===== config.mk =====
export PLATFORM = sky130hd
export DESIGN_NAME = buslock_arb
export DESIGN_NICKNAME = d
export VERILOG_FILES = /design/src/rtl/buslock_pkg.sv /design/src/rtl/buslock_cyc.sv /design/src/rtl/buslock_lockctl.sv /design/src/rtl/buslock_holdctl.sv /design/src/rtl/buslock_arb.sv
export SDC_FILE = /design/constraint.sdc
export NUM_CORES = 1
export LEC_CHECK = 0
export BUFFER_PORTS_ARGS = -buffer_cell sky130_fd_sc_hd__buf_2
export CORE_UTILIZATION = 30
export DETAILED_ROUTE_END_ITERATION = 7
export SLEW_MARGIN = 5
export SYNTH_ARGS = -nofsm -noshare
export SYNTH_HDL_FRONTEND = slang
export SYNTH_SLANG_ARGS = --single-unit

===== constraint.sdc =====
create_clock -name clk -period 1.42 [get_ports clk]
set_input_delay 0.071 -clock clk [delete_from_list [all_inputs] [get_ports clk]]
set_output_delay 0.071 -clock clk [all_outputs]
set_load 0.05 [all_outputs]

===== src/rtl/buslock_pkg.sv =====
package buslock_pkg;
  typedef struct packed {
    logic locked;
    logic last;
    logic mem;
  } cyc_attr_t;
endpackage


===== src/rtl/buslock_cyc.sv =====
module buslock_cyc
  import buslock_pkg::*;
(
  input  logic      clk,
  input  logic      rst_n,
  input  logic      take,
  input  cyc_attr_t take_attr,
  input  logic      brdy,
  input  logic      boff_req,
  output logic      busy,
  output logic      strobe,
  output logic      aborted,
  output logic      done,
  output cyc_attr_t cur_attr
);
  // ready is only meaningful once the strobe clock is over and no back-off is active
  assign done = busy && !strobe && !aborted && !boff_req && brdy;

  always_ff @(posedge clk) begin
    if (!rst_n) begin
      busy     <= 1'b0;
      strobe   <= 1'b0;
      aborted  <= 1'b0;
      cur_attr <= '0;
    end else begin
      strobe <= 1'b0;
      if (take) begin
        busy     <= 1'b1;
        strobe   <= 1'b1;
        cur_attr <= take_attr;
      end else if (busy) begin
        if (boff_req) begin
          aborted <= 1'b1;
        end else if (aborted) begin
          aborted <= 1'b0;
          strobe  <= 1'b1;       // restart the same cycle
        end else if (done) begin
          busy <= 1'b0;
        end
      end
    end
  end
endmodule


===== src/rtl/buslock_lockctl.sv =====
module buslock_lockctl #(
  parameter int GAP_CLKS = 1
) (
  input  logic clk,
  input  logic rst_n,
  input  logic take,
  input  logic take_locked,
  input  logic done,
  input  logic cur_locked,
  input  logic cur_last,
  output logic lock_q,
  output logic gap_active
);
  localparam int GW = $clog2(GAP_CLKS + 1);
  localparam logic [GW-1:0] GAP_LOAD = GW'(GAP_CLKS);

  logic [GW-1:0] gap_cnt;

  assign gap_active = (gap_cnt != '0);

  always_ff @(posedge clk) begin
    if (!rst_n) begin
      lock_q  <= 1'b0;
      gap_cnt <= '0;
    end else begin
      if (take && take_locked) begin
        lock_q <= 1'b1;
      end else if (done && cur_locked && cur_last) begin
        lock_q  <= 1'b0;
        gap_cnt <= GAP_LOAD;
      end else if (gap_active) begin
        gap_cnt <= gap_cnt - 1'b1;
      end
    end
  end
endmodule


===== src/rtl/buslock_holdctl.sv =====
module buslock_holdctl (
  input  logic clk,
  input  logic rst_n,
  input  logic hold_req,
  input  logic busy,
  input  logic lock_q,
  output logic hlda_q
);
  always_ff @(posedge clk) begin
    if (!rst_n) begin
      hlda_q <= 1'b0;
    end else begin
      hlda_q <= hold_req && (hlda_q || (!busy && !lock_q));
    end
  end
endmodule


===== src/rtl/buslock_arb.sv =====
module buslock_arb
  import buslock_pkg::*;
#(
  parameter int GAP_CLKS = 1
) (
  input  logic clk,
  input  logic rst_n,
  input  logic cyc_valid,
  input  logic cyc_lock,
  input  logic cyc_last,
  input  logic cyc_mio,
  output logic cyc_ready,
  input  logic brdy,
  input  logic hold_req,
  input  logic ahold_req,
  input  logic boff_req,
  output logic ads,
  output logic mio,
  output logic lock,
  output logic hlda,
  output logic stall
);
  cyc_attr_t req_attr, cur_attr;
  logic busy, strobe, aborted, done, take, lock_q, gap_active, hlda_q;

  assign req_attr = '{locked: cyc_lock, last: cyc_last, mem: cyc_mio};

  // hold wins over new cycles only once lock is down
  assign cyc_ready = !busy && !ahold_req && !boff_req && !hlda_q
                   && !(hold_req && !lock_q)
                   && !(cyc_lock && gap_active);
  assign take = cyc_valid && cyc_ready;

  buslock_cyc u_cyc (
    .clk(clk), .rst_n(rst_n), .take(take), .take_attr(req_attr),
    .brdy(brdy), .boff_req(boff_req), .busy(busy), .strobe(strobe),
    .aborted(aborted), .done(done), .cur_attr(cur_attr)
  );

  buslock_lockctl #(.GAP_CLKS(GAP_CLKS)) u_lock (
    .clk(clk), .rst_n(rst_n), .take(take), .take_locked(cyc_lock),
    .done(done), .cur_locked(cur_attr.locked), .cur_last(cur_attr.last),
    .lock_q(lock_q), .gap_active(gap_active)
  );

  buslock_holdctl u_hold (
    .clk(clk), .rst_n(rst_n), .hold_req(hold_req), .busy(busy),
    .lock_q(lock_q), .hlda_q(hlda_q)
  );

  assign ads   = strobe;
  assign mio   = cur_attr.mem;
  assign lock  = lock_q;
  assign hlda  = hlda_q;
  assign stall = ahold_req || boff_req || aborted;
endmodule


==> Yosys cells after proc, flatten, opt, wreduce, memory -nomap -nowiden <==
Cells that the tools add are included.
W data, S select, Z words.
{ "totals": {"elab_cells": 56, "ff_bits": 9, "out_inout_bits": 6} }
{ "classes": {"n_reduce_logical": 31, "addsub": 1, "n_bitwise": 1, "muxes": 14} }
{ "ops": {"columns": ["cell", "n"], "rows": [
  ["$logic_and A1 B1 Y1", 17],
  ["$mux W1", 14],
  ["$logic_not A1 Y1", 9],
  ["$logic_or A1 B1 Y1", 3],
  ["$reduce_and A2 Y1", 1],
  ["$reduce_bool A2 Y1", 1],
  ["$not A1 Y1", 1],
  ["$sub A1 B1 Y1 const B", 1]
]} }

==> Depth between registers and ports, before layout <==
Gate-level depths: netlist (run 1).
{ "depth": {"depth_word": 10, "ltp_mapped": 4, "mapped_depth_nobuf": 3} }

==> Modules after synthesis <==
A second synthesis (run 1) with hierarchy kept.
{ "hier_totals": {"hier_cells": 40, "area_unflattened_um2": 425.4} }
{ "by_module_without_submodules": {"columns": ["mod", "seq_area_each_um2", "area_per_inst_um2", "cells_per_inst", "n_inst"], "rows": [
  ["buslock_cyc", 120.1, 255.2, 23, 1],
  ["buslock_lockctl", 40.0, 85.1, 8, 1],
  ["buslock_arb", 0.0, 51.3, 6, 1],
  ["buslock_holdctl", 20.0, 33.8, 3, 1]
]} }

==> Worst setup path after synthesis (run 1) <==
Ideal clock, no wire load.
{ "synth_path": {"path_kind": "reg2out", "from": "register u_hold.hlda_q", "to": "output port cyc_ready", "stages_incl_launch_ff": 3, "setup_slack_ps": -969, "t_arrival_ps": 2318, "cell_sequence": "dfxtp_1 -> a211o_1 -> nor4_1"} }
{ "synth_via": {"elab_chain_cells": 4} }
{ "synth_rtl": {"columns": ["element", "line", "text"], "rows": [
  ["start: declaration", "buslock_holdctl.sv:7", "output logic hlda_q"],
  ["start signal: assignment", "buslock_holdctl.sv:13", "hlda_q <= hold_req && (hlda_q || (!busy && !lock_q));"],
  ["$logic_not A1 Y1", "buslock_arb.sv:29", "assign cyc_ready = !busy && !ahold_req && !boff_req && !hlda_q"],
  ["$logic_and A1 B1 Y1", "buslock_arb.sv:29", null],
  ["$logic_and A1 B1 Y1", "buslock_arb.sv:30", "&& !(hold_req && !lock_q)"],
  ["$logic_and A1 B1 Y1", "buslock_arb.sv:31", "&& !(cyc_lock && gap_active);"],
  ["end: declaration", "buslock_arb.sv:12", "output logic cyc_ready,"]
]} }
Every way passes these cells.

==> Final worst setup path (run 1) <==
{ "layout_path": {"from": "register u_cyc.busy", "to": "output port cyc_ready"} }
{ "layout_via": {"elab_chain_cells": 6} }
{ "layout_rtl": {"columns": ["element", "line", "text"], "rows": [
  ["start: declaration", "buslock_cyc.sv:10", "output logic busy,"],
  ["start signal: assignment", "buslock_cyc.sv:21", "busy <= 1'b0;"],
  ["start signal: assignment", "buslock_cyc.sv:28", "busy <= 1'b1;"],
  ["start signal: assignment", "buslock_cyc.sv:38", "busy <= 1'b0;"],
  ["$logic_not A1 Y1", "buslock_arb.sv:29", null],
  ["$logic_and A1 B1 Y1 (3 in series)", "buslock_arb.sv:29", null],
  ["$logic_and A1 B1 Y1", "buslock_arb.sv:30", null],
  ["$logic_and A1 B1 Y1", "buslock_arb.sv:31", null]
]} }
Every way passes these cells.

==> flow_summary.json, run 1 <==
{
  "reg2reg_setup_slack_ps": -20,
  "leakage_nw": 0.266,
  "required_ps": 1350,
  "cts_hold_buf": 0,
  "timing.fmax_mhz": 675,
  "fin_ws_ps": -61.3,
  "numPortBuffers": 15,
  "setup-violations-final": 4,
  "hold_viol_final": 0,
  "p_per_area_nw_per_um2": 952,
  "avgSynthCellArea_um2": 9.52,
  "final_cell_mix": "buf_2 (14), nand2_1 (8), dfxtp_1 (6)",
  "cts.htree.levels": 1,
  "grt_use_total_pct": 13.2,
  "wl_per_cell_um": 10.4,
  "r2r_cells": 3,
  "critPathKind": "reg2out",
  "first_global_vias": 336,
  "routabilityCongestion": 0.700,
  "max-vdd-ir-drop_uv": 488,
  "drc": 0,
  "cap_viol_max_count": 0,
  "dieArea_um2": 1450,
  "syn_inst": 41,
  "clockRootBuffer": "clkbuf_4",
  "period_share_pct": 104,
  "drt_iter0_drc": 1,
  "worst_pin_slew_ps": 297,
  "area_growth_pct": 43.3,
  "drv_slew": 0,
  "grt_overflow": 0,
  "ys_seq_area_share_pct": 46.2,
  "cts.path.max_buffers": 2,
  "synthDistinctLibCells": 20,
  "dr.pass1.iters": 2,
  "place_inst": 71,
  "layout.nets": 72,
  "crit_fanout": 2,
  "synth_warnings": 0,
  "insertion_delay_ps": 250,
  "std_cell_rows": 12,
  "fin_area_um2": 559,
  "critPathArrivalTime_ps": 1410,
  "drive_gt1_share_pct": 47.5,
  "wirelength_um": 783,
  "clock_skew_ps": 0.350,
  "start_kind": "register",
  "cp-end-kind": "output pin",
  "placed_area_um2": 510,
  "antenna_found_initial": 0,
  "max_slew_margin_pct": 80.1,
  "ys_seq_elements": 9,
  "total_power_w": 0.000533,
  "ant_nets": 0,
  "antenna_cells": 0,
  "r2r-end": "u_cyc.cur_attr[0]",
  "grt_max_degree": 13,
  "syn_nets": 51,
  "cts.sinks": 9,
  "hold_class": "in2reg",
  "vias_per_cell": 4.68,
  "rsz0062_at_grt": "true",
  "netlist_area_um2": 390,
  "grt_pass1_wl_um": 1280,
  "violations": "negative setup slack",
  "cts_inserted_buffers": 3,
  "status": "complete, but fails checks",
  "die_w_um": 38.1,
  "io_pins": 16,
  "tritoncts": "built",
  "core_um2": 1160,
  "cts.clk_slew.worst_paths_ps": 60,
  "start_util_pct": 33.8,
  "finalNonFillerCells": 75,
  "min_period_ps": 1480,
  "worstSetupStartpoint": "u_cyc.busy",
  "critPathCapture": "cyc_ready",
  "die_y_um": 38.1,
  "final_util_pct": 48.4,
  "dr_total_vias": 351,
  "reg2reg_from": "u_cyc.busy",
  "layout_commonest_cell": "buf_2"
}
worst max-delay path: stages, from the launching register on:
cell and delay [ps]:
dfxtp_2 320, a211o_1 280, buf_4 140, nor4_4 220
buf_6 190
area by class of cell:
class	count	area [um2]
multi-input combinational	29	221
clock buffer	4	26.3
fill	118	597
timing repair buffer	18	104
sequential	9	186
inverter	1	3.75
tap	14	17.5
per-stage QoR:
stage | hold slack [ps] | setup TNS, ps | setup WS, ps
detailed placement | 323 | -10.0 | -6.64
CTS | 51.4 | -187 | -73.9
global route | 35.6 | -317 | -122
finish | 58.4 | -113 | -61.3
global placement | 311 | 0 | 18.2
floorplan | 194 | -600 | -122
registers in the layout, summed over array words and instances, names as in the netlist:
signal / cells
u_cyc.strobe: 1
u_cyc.aborted: 1
u_cyc.cur_attr: 3
u_lock.gap_active: 1
u_lock.lock_q: 1
u_cyc.busy: 1
u_hold.hlda_q: 1
report_power, final:
part           internal (W)  switching (W)
registers          0.000258     0.00000363
clock network      0.000108      0.0000803
logic             0.0000337      0.0000491
Yosys cell counts:
library cell	number	area, um2
a21boi_1	2	15.0
or3_1	1	6.26
or4b_4	1	13.8
inv_1	1	3.75
buf_6	1	11.3
and2_1	1	6.26
mux2i_1	4	40.0
dfxtp_1	9	180
nor3_1	1	5.00
nand2_1	8	30.0
a211o_1	1	8.76
o22ai_1	1	6.26
nor2_1	2	7.51
o211a_1	1	10.0
nor4_1	1	6.26
clkbuf_1	1	3.75
nor2b_1	2	12.5
o21ai_0	1	5.00
nand3b_1	1	7.51
or4bb_1	1	11.3
how the worst min path moves through the flow:
| stage | startpoint | to | slack, ps | cells after the start |
|---|---|---|---|---|
| 2_1_floorplan | hold_req | u_hold.hlda_q | 190 | 1 |
| 3_3_place_gp | hold_req | u_hold.hlda_q | 310 | 2 |
| 3_5_place_dp | hold_req | u_hold.hlda_q | 320 | 2 |
| 4_1_cts | hold_req | u_hold.hlda_q | 50 | 2 |
| 5_1_grt | hold_req | u_hold.hlda_q | 40 | 2 |
| 6_report | hold_req | u_hold.hlda_q | 60 | 2 |
logic make-up (layout without fill, tap and decap cells):
logic type / after synthesis / count (layout) / synth area share [%]
and+or+nand+nor: 19 / 19 / 27.2
AOI/OAI and AO/OA: 6 / 6 / 11.5
muxes: 4 / 4 / 10.3
buffers and inverters: 3 / 23 / 4.81
DFF: 9 / 9 / 46.2
timing repair:
item / CTS / global route
setup endpoints to repair: 5 / 7
buffers inserted: 0 / 0
pin swaps: 3 / 1
gates resized for setup: 3 / 3
per-layer routing:
layer,vias to the layer above,global-route usage (%),routed length (um)
met5,-,0,0
met4,0,10.7,14
met3,2,3.49,38
met2,13,21.2,353
met1,150,14.4,376
li1,186,-,-
Power figures use the tool's default switching activity.
==> inputs of run 2 (changes only) <==
--- a/config.mk
+++ b/config.mk
@@ -6,8 +6,9 @@
 export NUM_CORES = 1
 export LEC_CHECK = 0
 export BUFFER_PORTS_ARGS = -buffer_cell sky130_fd_sc_hd__buf_2
-export CORE_UTILIZATION = 30
+export CORE_AREA = 2 2 39 41
 export DETAILED_ROUTE_END_ITERATION = 7
+export DIE_AREA = 0 0 41 43
 export SLEW_MARGIN = 5
 export SYNTH_ARGS = -nofsm -noshare
 export SYNTH_HDL_FRONTEND = slang
==> constraint.sdc (replaced) <==
create_clock -name clk -period 1.6 [get_ports clk]
set_input_delay 0.08 -clock clk [delete_from_list [all_inputs] [get_ports clk]]
set_output_delay 0.08 -clock clk [all_outputs]
set_load 0.02 [all_outputs]
==> run 2 against run 1 <==
Net effect: the flow now finishes without violations; routed wire length is 1.5% lower; core utilization down 12 points; global-route usage is 2.9 points lower; critical endpoint is now u_cyc.cur_attr[2]; largest cell class unchanged.
==> flow_summary.json, run 2 (synthesized netlist as in run 1, its figures left out) <==
{
  "cap_viol_max_count": 0,
  "dr_total_vias": 331,
  "start_util_pct": 28.2,
  "crit_fanout": 6,
  "area_growth_pct": 27.2,
  "post_cts_resized": 0,
  "grt_pass1_wl_um": 1230,
  "status": "finished, final reports clean",
  "tns_ps": 0,
  "vias_per_cell": 4.47,
  "dieArea_um2": 1760,
  "cts.htree.levels": 1,
  "largest-register": "u_cyc.cur_attr",
  "wirelength_um": 771,
  "largest_reg_flops": 3,
  "critPathKind": "reg2reg",
  "clock_skew_ps": 0.898,
  "worst_pin_slew_ps": 240,
  "numPortBuffers": 15,
  "period_share_pct": 90.2,
  "wl_per_cell_um": 10.4,
  "cts.clk_slew.worst_paths_ps": 60,
  "hold_viol_final": 0,
  "clockRootBuffer": "clkbuf_4",
  "p_per_area_nw_per_um2": 911,
  "first_global_vias": 305,
  "max_slew_margin_pct": 83.8,
  "cp-end-kind": "register",
  "setup-violations-final": 0,
  "min_period_ps": 1440,
  "rsz0062_at_grt": "false",
  "dp_hpwl_um": 589,
  "leakage_nw": 0.242,
  "timing.fmax_mhz": 693,
  "postCtsSetupBuffers": 0,
  "cts.sinks": 9,
  "insertion_delay_ps": 250,
  "antenna_found_initial": 0,
  "hold_class": "in2reg",
  "nFillCells": 147,
  "grt_use_total_pct": 10.4,
  "tritoncts": "built",
  "die_y_um": 43,
  "grt_overflow": 0,
  "routabilityCongestion": 0.666,
  "drc": 0,
  "ant_nets": 0,
  "drv_slew": 0,
  "io_pins": 16,
  "die_w_um": 41,
  "critPathArrivalTime_ps": 1590,
  "cts_inserted_buffers": 3,
  "cts.path.max_buffers": 2,
  "antenna_cells": 0,
  "grt_max_degree": 13,
  "max-vdd-ir-drop_uv": 297,
  "holdWs_ps": 60.0,
  "total_power_w": 0.000452,
  "cts_hold_buf": 0,
  "drive_gt1_share_pct": 32.8,
  "core_um2": 1380,
  "std_cell_rows": 14,
  "layout_commonest_cell": "buf_2",
  "final_cell_mix": "buf_2 (15), dfxtp_1 (9), nand2_1 (8)",
  "drt_iter0_drc": 4,
  "required_ps": 1750,
  "start_kind": "register",
  "layout.nets": 69,
  "dr.pass1.iters": 2
}
==> run 2: final timing paths <==
path | start | slack, ps | cells after the start | endpoint
hold / removal | cyc_mio | 60 | 3 | u_cyc.cur_attr[0]
setup reg to reg | u_cyc.busy | 160 | 3 | u_cyc.cur_attr[2]
hold reg to reg | u_cyc.cur_attr[0] | 460 | 2 | u_cyc.cur_attr[0]
setup / recovery | u_cyc.busy | 160 | 3 | u_cyc.cur_attr[2]
==> run 2: final cells by class <==
type | count | area, um2 | share of cell area, %
multi-input combinational | 29 | 191 | 38.5
sequential | 9 | 180 | 36.3
timing repair buffer | 15 | 75.1 | 15.1
clock buffer | 4 | 26.3 | 5.29
tap | 16 | 20.0 | 4.03
inverter | 1 | 3.75 | 0.756
==> run 2: worst max-delay path, stage by stage (launching register included) <==
cell and delay (ps):
dfxtp_1 360, a211o_1 260, or4b_4 580, mux2i_1 140
==> run 2: layer usage <==
layer	up-vias	share of wire, %	track usage (%)	routed length [um]
li1	176	-	-	-
met5	-	0	0	0
met2	13	46	14.1	353
met4	0	1.6	10.0	12
met1	140	46	12.6	354
met3	2	6.6	2.09	51
==> run 2: report_power, final <==
group	internal [W]	switching, W
sequential	0.000229	0.00000433
clock	0.0000958	0.0000748
combinational	0.0000229	0.0000252
==> run 2: metrics by stage <==
| stage | instances | setup WS [ps] | instance area [um2] | utilization, % |
|---|---|---|---|---|
| floorplan | 41 | 74.3 | 390 | - |
| global placement | 70 | 184 | 470 | 34.0 |
| detailed placement | 70 | 159 | 470 | 34.0 |
| CTS | 74 | 150 | 497 | 35.9 |
| global route | 74 | 98.7 | 497 | 35.9 |
| finish | 74 | 157 | 497 | 35.9 |
